==> config.mk <==
export PLATFORM = sky130hd
export DESIGN_NAME = pmu_top
export DESIGN_NICKNAME = d
export VERILOG_FILES = /design/src/rtl/pmu_pkg.sv /design/src/rtl/pmu_event_counter.sv /design/src/rtl/pmu_cycle_counter.sv /design/src/rtl/pmu_top.sv
export SDC_FILE = /design/constraint.sdc
export NUM_CORES = 1
export LEC_CHECK = 0
export ABC_CLOCK_PERIOD_IN_PS = 7600
export BUFFER_PORTS_ARGS = -buffer_cell sky130_fd_sc_hd__buf_2
export CORE_ASPECT_RATIO = 1.5
export CORE_MARGIN = 4
export CORE_UTILIZATION = 60
export DETAILED_ROUTE_END_ITERATION = 7
export PLACE_DENSITY_LB_ADDON = 0.08
export SLEW_MARGIN = 20
export SYNTH_ARGS = -nofsm -noshare
export SYNTH_HDL_FRONTEND = slang
export SYNTH_SLANG_ARGS = --single-unit
export TNS_END_PERCENT = 20
==> constraint.sdc <==
create_clock -name clk -period 7.6 [get_ports clk]
set_input_delay 1.52 -clock clk [delete_from_list [all_inputs] [get_ports clk]]
set_output_delay 1.52 -clock clk [all_outputs]
set_load 0.01 [all_outputs]
==> src/rtl/pmu_pkg.sv <==
package pmu_pkg;
   localparam int DATA_W = 32;
   localparam int SEL_W  = 5;

   localparam logic [3:0] RA_CTRL    = 4'd0;
   localparam logic [3:0] RA_EN_SET  = 4'd1;
   localparam logic [3:0] RA_EN_CLR  = 4'd2;
   localparam logic [3:0] RA_IE_SET  = 4'd3;
   localparam logic [3:0] RA_IE_CLR  = 4'd4;
   localparam logic [3:0] RA_OVF     = 4'd5;
   localparam logic [3:0] RA_SEL     = 4'd6;
   localparam logic [3:0] RA_TYPE    = 4'd7;
   localparam logic [3:0] RA_VALUE   = 4'd8;
   localparam logic [3:0] RA_CYCLE   = 4'd9;
   localparam logic [3:0] RA_IMPL_LO = 4'd10;
   localparam logic [3:0] RA_IMPL_HI = 4'd11;
   localparam logic [3:0] RA_UACC    = 4'd12;

   localparam int CYC_IDX = 31;

   typedef struct packed {
      logic       excl_priv;
      logic       excl_user;
      logic [7:0] evsel;
   } evt_cfg_t;
endpackage

==> src/rtl/pmu_event_counter.sv <==
module pmu_event_counter
   import pmu_pkg::*;
#(
   parameter int CNT_W = 32,
   parameter int EVT_W = 64
) (
   input  logic             clk,
   input  logic             rst_n,
   input  logic             count_ok,
   input  logic             core_priv,
   input  logic [EVT_W-1:0] evt_bus,
   input  logic             cfg_we,
   input  evt_cfg_t         cfg_wdata,
   input  logic             val_we,
   input  logic [CNT_W-1:0] val_wdata,
   output evt_cfg_t         cfg,
   output logic [CNT_W-1:0] value,
   output logic             wrap
);
   localparam logic [CNT_W-1:0] CNT_ONE = 1;

   evt_cfg_t         cfg_q;
   logic [CNT_W-1:0] value_q;
   logic             hit;
   logic             mode_ok;
   logic             inc;

   always_comb begin
      hit = 1'b0;
      for (int e = 0; e < EVT_W; e++) begin
         if (cfg_q.evsel == 8'(e)) hit = evt_bus[e];
      end
   end

   assign mode_ok = core_priv ? !cfg_q.excl_priv : !cfg_q.excl_user;
   assign inc     = count_ok && hit && mode_ok;
   assign wrap    = inc && !val_we && (&value_q);

   always_ff @(posedge clk or negedge rst_n) begin
      if (!rst_n) begin
         cfg_q   <= '0;
         value_q <= '0;
      end else begin
         if (cfg_we) cfg_q <= cfg_wdata;
         if (val_we)   value_q <= val_wdata;
         else if (inc) value_q <= value_q + CNT_ONE;
      end
   end

   assign cfg   = cfg_q;
   assign value = value_q;
endmodule

==> src/rtl/pmu_cycle_counter.sv <==
module pmu_cycle_counter #(
   parameter int CNT_W    = 32,
   parameter int DIV_LOG2 = 6
) (
   input  logic             clk,
   input  logic             rst_n,
   input  logic             run,
   input  logic             div_mode,
   input  logic             we,
   input  logic [CNT_W-1:0] wdata,
   output logic [CNT_W-1:0] value,
   output logic             wrap
);
   localparam logic [CNT_W-1:0] CNT_ONE = 1;

   logic             tick;
   logic [CNT_W-1:0] value_q;

   generate
      if (DIV_LOG2 == 0) begin : g_nodiv
         logic unused_div;
         assign unused_div = div_mode;
         assign tick = run;
      end else begin : g_div
         localparam logic [DIV_LOG2-1:0] PRE_ONE = 1;
         logic [DIV_LOG2-1:0] pre_q;
         always_ff @(posedge clk or negedge rst_n) begin
            if (!rst_n)                pre_q <= '0;
            else if (we)               pre_q <= '0;
            else if (run && div_mode)  pre_q <= pre_q + PRE_ONE;
         end
         assign tick = run && (!div_mode || (&pre_q));
      end
   endgenerate

   assign wrap = tick && !we && (&value_q);

   always_ff @(posedge clk or negedge rst_n) begin
      if (!rst_n)    value_q <= '0;
      else if (we)   value_q <= wdata;
      else if (tick) value_q <= value_q + CNT_ONE;
   end

   assign value = value_q;
endmodule

==> src/rtl/pmu_top.sv <==
module pmu_top
   import pmu_pkg::*;
#(
   parameter int          NUM_CNT  = 4,
   parameter int          CNT_W    = 32,
   parameter int          EVT_W    = 64,
   parameter int          DIV_LOG2 = 6,
   parameter logic [63:0] IMPL_MAP = 64'h0FFF_FFFF_FFFF_7FFF
) (
   input  logic              clk,
   input  logic              rst_n,
   input  logic              bus_valid,
   input  logic              bus_write,
   input  logic [3:0]        bus_addr,
   input  logic [DATA_W-1:0] bus_wdata,
   input  logic              bus_priv,
   output logic [DATA_W-1:0] bus_rdata,
   input  logic              core_priv,
   input  logic [EVT_W-1:0]  evt_bus,
   output logic              irq
);
   localparam logic [DATA_W-1:0] CNT_MASK   = (DATA_W'(1) << NUM_CNT) - DATA_W'(1);
   localparam logic [DATA_W-1:0] VALID_MASK = CNT_MASK | (DATA_W'(1) << CYC_IDX);
   localparam logic [4:0]        NCNT_FLD   = 5'(NUM_CNT);

   initial begin
      assert (NUM_CNT >= 1 && NUM_CNT <= 31) else $error("NUM_CNT out of range");
      assert (CNT_W >= 2 && CNT_W <= DATA_W) else $error("CNT_W out of range");
      assert (EVT_W >= 1 && EVT_W <= 64) else $error("EVT_W out of range");
      assert (DIV_LOG2 >= 0 && DIV_LOG2 <= 16) else $error("DIV_LOG2 out of range");
   end

   logic              ctrl_en_q, ctrl_div_q, uacc_q;
   logic [DATA_W-1:0] en_q, ie_q, ovf_q, ovf_next, wrap_vec;
   logic [SEL_W-1:0]  sel_q;
   logic              acc_ok, wr, rd;
   logic              type_we, val_we, cyc_we;
   evt_cfg_t          cfg_wd, sel_cfg;
   logic [EVT_W-1:0]  evt_live;
   logic [CNT_W-1:0]  sel_val, cyc_val;
   logic              cyc_wrap;
   evt_cfg_t          cfg_a  [NUM_CNT];
   logic [CNT_W-1:0]  val_a  [NUM_CNT];
   logic [NUM_CNT-1:0] cnt_wrap;

   assign acc_ok   = bus_priv || uacc_q;
   assign wr       = bus_valid && bus_write && acc_ok;
   assign rd       = bus_valid && !bus_write && acc_ok;
   assign type_we  = wr && (bus_addr == RA_TYPE);
   assign val_we   = wr && (bus_addr == RA_VALUE);
   assign cyc_we   = wr && (bus_addr == RA_CYCLE);
   assign evt_live = evt_bus & IMPL_MAP[EVT_W-1:0];
   assign cfg_wd   = '{excl_priv: bus_wdata[31], excl_user: bus_wdata[30], evsel: bus_wdata[7:0]};

   generate
      for (genvar i = 0; i < NUM_CNT; i++) begin : g_cnt
         pmu_event_counter #(.CNT_W(CNT_W), .EVT_W(EVT_W)) u_cnt (
            .clk       (clk),
            .rst_n     (rst_n),
            .count_ok  (ctrl_en_q && en_q[i]),
            .core_priv (core_priv),
            .evt_bus   (evt_live),
            .cfg_we    (type_we && (sel_q == SEL_W'(i))),
            .cfg_wdata (cfg_wd),
            .val_we    (val_we && (sel_q == SEL_W'(i))),
            .val_wdata (bus_wdata[CNT_W-1:0]),
            .cfg       (cfg_a[i]),
            .value     (val_a[i]),
            .wrap      (cnt_wrap[i])
         );
      end
   endgenerate

   pmu_cycle_counter #(.CNT_W(CNT_W), .DIV_LOG2(DIV_LOG2)) u_cyc (
      .clk      (clk),
      .rst_n    (rst_n),
      .run      (ctrl_en_q && en_q[CYC_IDX]),
      .div_mode (ctrl_div_q),
      .we       (cyc_we),
      .wdata    (bus_wdata[CNT_W-1:0]),
      .value    (cyc_val),
      .wrap     (cyc_wrap)
   );

   always_comb begin
      wrap_vec = '0;
      wrap_vec[NUM_CNT-1:0] = cnt_wrap;
      wrap_vec[CYC_IDX] = cyc_wrap;
      ovf_next = ovf_q;
      if (wr && bus_addr == RA_OVF) ovf_next = ovf_next & ~bus_wdata;
      ovf_next = (ovf_next | wrap_vec) & VALID_MASK;
   end

   always_ff @(posedge clk or negedge rst_n) begin
      if (!rst_n) begin
         ctrl_en_q  <= 1'b0;
         ctrl_div_q <= 1'b0;
         en_q       <= '0;
         ie_q       <= '0;
         ovf_q      <= '0;
         sel_q      <= '0;
         uacc_q     <= 1'b0;
      end else begin
         ovf_q <= ovf_next;
         if (wr) begin
            case (bus_addr)
               RA_CTRL: begin
                  ctrl_en_q  <= bus_wdata[0];
                  ctrl_div_q <= bus_wdata[3];
               end
               RA_EN_SET: en_q  <= (en_q | bus_wdata) & VALID_MASK;
               RA_EN_CLR: en_q  <= en_q & ~bus_wdata;
               RA_IE_SET: ie_q  <= (ie_q | bus_wdata) & VALID_MASK;
               RA_IE_CLR: ie_q  <= ie_q & ~bus_wdata;
               RA_SEL:    sel_q <= bus_wdata[SEL_W-1:0];
               RA_UACC:   if (bus_priv) uacc_q <= bus_wdata[0];
               default: ;
            endcase
         end
      end
   end

   always_comb begin
      sel_cfg = '0;
      sel_val = '0;
      for (int i = 0; i < NUM_CNT; i++) begin
         if (sel_q == SEL_W'(i)) begin
            sel_cfg = cfg_a[i];
            sel_val = val_a[i];
         end
      end
   end

   always_comb begin
      bus_rdata = '0;
      if (rd) begin
         case (bus_addr)
            RA_CTRL:    bus_rdata = {16'b0, NCNT_FLD, 7'b0, ctrl_div_q, 2'b0, ctrl_en_q};
            RA_EN_SET,
            RA_EN_CLR:  bus_rdata = en_q;
            RA_IE_SET,
            RA_IE_CLR:  bus_rdata = ie_q;
            RA_OVF:     bus_rdata = ovf_q;
            RA_SEL:     bus_rdata[SEL_W-1:0] = sel_q;
            RA_TYPE:    bus_rdata = {sel_cfg.excl_priv, sel_cfg.excl_user, 22'b0, sel_cfg.evsel};
            RA_VALUE:   bus_rdata[CNT_W-1:0] = sel_val;
            RA_CYCLE:   bus_rdata[CNT_W-1:0] = cyc_val;
            RA_IMPL_LO: bus_rdata = IMPL_MAP[31:0];
            RA_IMPL_HI: bus_rdata = IMPL_MAP[63:32];
            RA_UACC:    bus_rdata[0] = uacc_q;
            default:    bus_rdata = '0;
         endcase
      end
   end

   assign irq = |(ovf_q & ie_q);
endmodule

== Yosys cells after proc, flatten, opt, wreduce, memory -nomap -nowiden ==
Index checks and enable logic that the tools add are counted.
Cells by class
  $add $sub $neg: 6
  equal/unequal tests: 267
  multiplexer cells: 287
  bitwise gates (word level): 8
  reduce and logical (&&, ||, !) cells: 87
Operator list (count)
  $eq A8 B6 Y1 const B: 128
  $eq A8 B5 Y1 const B: 64
  $mux W32: 16
  $mux W1: 260
  $eq A8 B4 Y1 const B: 32
  $pmux W27 S9: 1
  $add A32 B1 Y32 const B: 5
  $reduce_and A32 Y1: 5
  $and A32 B32 Y32: 4
  $eq A8 B3 Y1 const B: 16
  $pmux W32 S2: 2
  $or A32 B32 Y32: 3
  $eq A8 B2 Y1 const B: 8
  $logic_and A1 B1 Y1: 41
  $mux W10: 4
  $pmux W4 S9: 1
  $eq A8 B1 Y1 const B: 4
  $logic_not A8 Y1: 4
  $not A32 Y32: 1
  $reduce_or A32 Y1: 1
  $eq A4 B4 Y1 const B: 5
  $eq A4 B3 Y1 const B: 4
  $reduce_bool A2 Y1: 8
  $logic_not A1 Y1: 15
  other kinds (14): 23
Storage, ports and cells
  register bits: 283
  input bits: 106
  output and inout port bits: 33
  word-level logic and storage cells: 680

== Logic depth before layout (Yosys ltp) ==
  depth after elaboration: 70
  mapped depth: 14
  mapped depth without buffers: 10

== Cells and area by module ==
From an unflattened synthesis, not the netlist that was laid out.
Second synthesis, totals
  cell total of the unflattened synthesis: 2529
  area total of the unflattened synthesis: 22323.9 µm²
By module, submodules not included
  pmu_event_counter: times used 4, cells an instance 411, area an instance 3577.2 µm², sequential area each 1051.0 µm²
  pmu_top: times used 1, cells an instance 647, area an instance 5855.6 µm², sequential area each 1926.8 µm²
  pmu_cycle_counter: times used 1, cells an instance 238, area an instance 2159.6 µm², sequential area each 950.9 µm²

== Least setup slack after synthesis ==
Ideal clock, no wire load.
  path kind: input to output
  from: input port bus_addr[1]
  to: output port bus_rdata[15]
  data arrival time: 3063 ps
  data required time: 6080 ps
  slack: 3017 ps
  stages: 7
  buffers on the path: 2
  cell sequence: clkbuf_1 nor2b_1 mux2i_1 nor2_1 clkbuf_1 a222oi_1 nor2_1
On the way
  cells in the longest elaborated chain, start to end: 4
  elaborated cells between the ends (all ways): 15
  classes of those cells: eq/ne (10); mux (2); reduce/logical (3)
RTL lines
  start, declared: line pmu_top.sv:14  | input logic [3:0] bus_addr,
  $eq A4 B2 Y1, or another cell as far along: line pmu_top.sv:137  | case (bus_addr)
  $reduce_or A2 Y1: line pmu_top.sv:137
  $pmux W27 S9 (*): line pmu_top.sv:137
  $mux W32 (*): line pmu_top.sv:136  | if (rd) begin
  end, declared: line pmu_top.sv:17  | output logic [DATA_W-1:0] bus_rdata,
Every way passes the cells marked *; elsewhere a longest branch is shown, timed or not.

== Worst setup path after layout ==
  from: input port bus_addr[2]
  to: output port bus_rdata[0]
On the way
  cells in the longest elaborated chain, start to end: 4
  elaborated cells between the ends (all ways): 18
  classes of those cells: eq/ne (12); mux (2); reduce/logical (4)
RTL lines (line)
  $eq A4 B4 Y1, or another cell as far along: pmu_top.sv:137
  $reduce_or A2 Y1 (on tied branches)
  $pmux W1 S10 (*): pmu_top.sv:137
  $mux W32 (*): pmu_top.sv:136
Marked as above.

==> results_dict.tcl <==
set metrics [dict create \
    gr-usage-met1_pct 47.9 \
    viasPerCell 7.12 \
    status "finished, final reports clean" \
    grt_use_met2_pct 67.8 \
    skew_ns 0.0322 \
    critical_path_required_ns 6.08 \
    cp_max_fo 41 \
    die-area_um2 36600 \
    p_clk_share_pct 34.0 \
    use_met3_pct 7.59 \
    min_period_ns 6.22 \
    clk_latency_ns 0.58 \
    powerDensity_nw_per_um2 194 \
    postRouteAntennaNets 0 \
    final.period_utilization_pct 81.9 \
    vdd_drop_max_mv 0.157 \
    cts-root-buf "clkbuf_16" \
    maxCapViolations 0 \
    drive_gt1_share_pct 13.7 \
    grt_busiest_layer "met2" \
    avgRoutedWirePerCell_um 27.6 \
    grt_pass1_vias 19910 \
    synthAdderAreaFrac_pct 0.373 \
    synth_area_um2 20100 \
    synth_top_family_by_area "simple AND/OR/NAND/NOR gates" \
    grt_overflow 0 \
    hold_path_class "flip-flop to flip-flop" \
    cp-end-kind "output pin" \
    arrival_ns 4.70 \
    pwr-share-comb_pct 22.2 \
    timing.final.ws_setup_ns 1.38 \
    grt_max_degree 153 \
    yosysSeqAreaShare_pct 35.2 \
    synth_ff_type "dfrtp_1" \
    nNetsFinal 2569 \
    route.detailed.drc 0 \
    gp_congestion 1.12 \
    core.rowCount 81 \
    synth_xor_area_share_pct 5.26 \
    hold_buffers 0 \
    synth_compound_area_share_pct 20.9 \
    first_pass_iters 6 \
    grt_pass1_wl_um 120000 \
    die_y_um 232 \
    path_class "primary input to output pin" \
    ys_warn_count 0 \
    h-tree-depth 1 \
    synthArstFlopShare_pct 100 \
    coreArea_um2 32800 \
    ios 139 \
    dr_total_vias 20583 \
    hpwl_um 56000 \
    dieWidth_um 158 \
    synthCells 2445 \
    fmax_mhz 161 \
    final_hold_viol_count 0 \
    areaGrowthSynthToFinish_pct 8.52 \
    p_leak_uw 0.00852 \
    post-place-ws_ns 1.60 \
    cts_tree "yes" \
    max_slew_margin_pct 28.0 \
    drv_slew 0 \
    antenna_found_initial 4 \
    seqPwrFrac_pct 43.8 \
    setup_tns_ns 0 \
    yosys.area_share.simple_pct 24.8 \
    clockBufferDepth 3 \
    drtIter0Drc 2389 \
    netlist-cell-type-count 86 \
    switching_share_pct 33.9 \
    wirelength_um 79700 \
    grt_usage_pct 43.0 \
    ys_ff_latch 283 \
    syn-num-nets 2557 \
    cts_resized 0 \
    clk_pin_slew_worst_paths_ns 0.07 \
    utilization_pct 66.6 \
    clock-sinks 283 \
    synth_edf_count 0 \
    cts_setup_buffers 0 \
    worstMarginPinSlew_ns 1.08 \
    critPathLaunchType "primary input" \
    syn_avg_cell_area_um2 8.24 \
    initial_core_util_pct 61.3 \
    muxShareOfSynthArea_pct 8.72 \
    p_switching_uw 1430 \
    p_int_uw 2800 \
    setup_viol 0 \
    port_buffers 133 \
    rsz0062_at_grt "no" \
    numCtsBuffers 27 \
]
-- power by group through the flow --
| stage | Combinational, uW | Sequential (uW) | Clock (uW) |
|---|---|---|---|
| floorplan | 600 | 1780 | 0 |
| global placement | 880 | 1860 | 0 |
| detailed placement | 898 | 1870 | 0 |
| CTS | 905 | 1840 | 1440 |
| global route | 1000 | 1870 | 1500 |
| finish | 938 | 1850 | 1440 |
-- stage by stage --
step	cell area (um^2)	power, uW	hold WS, ns	cells
2_1_floorplan	20100	2380	0.452	2445
3_3_place_gp	20900	2740	0.468	2841
3_5_place_dp	20900	2770	0.471	2841
4_1_cts	21800	4190	0.490	2888
5_1_grt	21900	4380	0.504	2890
6_report	21900	4230	0.487	2891
-- synthesized netlist by cell type (35+ instances only) --
cell / number / share of area (%)
xnor2_1: 54 / 2.3
nand2_1: 254 / 4.7
buf_2: 35 / 0.87
a31oi_1: 60 / 1.9
nor2_1: 221 / 4.1
nand2b_1: 43 / 1.3
clkbuf_1: 127 / 2.4
or3_1: 38 / 1.2
mux2i_1: 36 / 1.8
o21ai_0: 256 / 6.4
inv_1: 49 / 0.91
mux2_2: 62 / 3.5
nand3_1: 88 / 2.2
dfrtp_1: 283 / 35
nor3_1: 53 / 1.3
nand4_1: 55 / 1.7
and3_1: 40 / 1.2
and2_1: 68 / 2.1
xor2_1: 67 / 2.9
a21oi_1: 139 / 3.5
-- cell families (layout without fill, tap and decap cells) --
kind of cell / after synthesis / after routing
and+or+nand+nor: 992 / 992
AOI/OAI and AO/OA: 677 / 677
DFF: 283 / 283
buffers and inverters: 237 / 267
muxes: 129 / 129
xor gates and xnor gates: 121 / 121
adders and majority gates: 6 / 6
other: 0 / 1
-- worst paths after layout --
kind                                                   startpoint                              endpoint  slack [ns]  cells past startpoint
worst max-delay path                                  bus_addr[2]                          bus_rdata[0]        1.38                     10
worst min-delay path                         en_q[16]$_DFFE_PN0P_                  en_q[16]$_DFFE_PN0P_        0.49                      1
worst max register to register  g_cnt[0].u_cnt.cfg[1]$_DFFE_PN0P_  g_cnt[0].u_cnt.value[25]$_DFFE_PN0P_        3.09                     10
worst min register to register               en_q[16]$_DFFE_PN0P_                  en_q[16]$_DFFE_PN0P_        0.49                      1
max in group asynchronous                                   rst_n                  sel_q[0]$_DFFE_PN0P_        5.42                      2
min in group asynchronous                                   rst_n  g_cnt[2].u_cnt.value[23]$_DFFE_PN0P_        0.87                      1
-- sequential cells by signal, summed over array words and instances, names as in the netlist, named ones only --
register,count
g_cnt.u_cnt.value,128
g_cnt.u_cnt.cfg,40
u_cyc.value,32
en_q,27
ie_q,27
u_cyc.g_div.pre_q,6
ovf_q,5
sel_q,5
ctrl_div_q,1
ctrl_en_q,1
uacc_q,1
-- placed cells by master, fill, tap and decap left out, types with 8 or more instances in the layout --
| cell | netlist | final |
|---|---|---|
| a22o_1 | 8 | 8 |
| o211ai_1 | 19 | 19 |
| nor4_1 | 24 | 21 |
| or2_2 | 9 | 9 |
| nand4b_1 | 8 | 8 |
| nor3b_1 | 9 | 9 |
| a221oi_1 | 31 | 31 |
| nand2_1 | 254 | 254 |
| mux2_2 | 62 | 62 |
| xnor2_1 | 54 | 54 |
| buf_4 | 9 | 33 |
| o2111ai_1 | 8 | 8 |
| xor2_1 | 67 | 67 |
| nand3b_1 | 10 | 10 |
| o32ai_1 | 11 | 11 |
| or3_1 | 38 | 38 |
| mux4_2 | 31 | 31 |
| nor3_1 | 53 | 51 |
| clkbuf_16 | 0 | 27 |
| nor2b_1 | 31 | 31 |
| a22oi_1 | 26 | 26 |
| nor2_1 | 221 | 215 |
| nand2b_1 | 43 | 43 |
| o221ai_1 | 9 | 9 |
| and3_1 | 40 | 40 |
| nand4_1 | 55 | 55 |
| mux2i_1 | 36 | 36 |
| buf_2 | 35 | 132 |
| nand3_1 | 88 | 88 |
| or4_1 | 16 | 16 |
| a21oi_1 | 139 | 139 |
| o22ai_1 | 10 | 10 |
| o21ai_0 | 256 | 256 |
| and2_1 | 68 | 68 |
| o31ai_1 | 19 | 19 |
| dfrtp_1 | 283 | 281 |
| inv_1 | 49 | 49 |
| a211oi_1 | 13 | 13 |
| a31oi_1 | 60 | 60 |
-- worst max-delay path, cell delays in order --
cell and delay [ns]:
buf_2 0.65, clkinv_1 0.55, nand2_1 0.22, nor3_1 0.07
buf_4 0.20, nand2_1 0.22, nor2_1 0.11, o21ai_0 0.62
a31oi_1 0.30, buf_2 0.23
-- layout make-up --
cell class                 count  area (um^2)
clock buffer                  33          708
multi-input combinational   1925        12200
fill                        2839        11000
timing repair buffer         169          991
tap                          415          519
sequential                   283         7080
inverter                      51          191
clock inverter                14          194
antenna                        1         2.50
-- layer usage --
layer / part of all wire (%) / vias up
li1: - / 8974
met1: 33 / 9848
met2: 46 / 1301
met3: 8.6 / 458
met4: 13 / 2
met5: 0.015 / -
No activity file was read; power rests on OpenSTA's default activity.
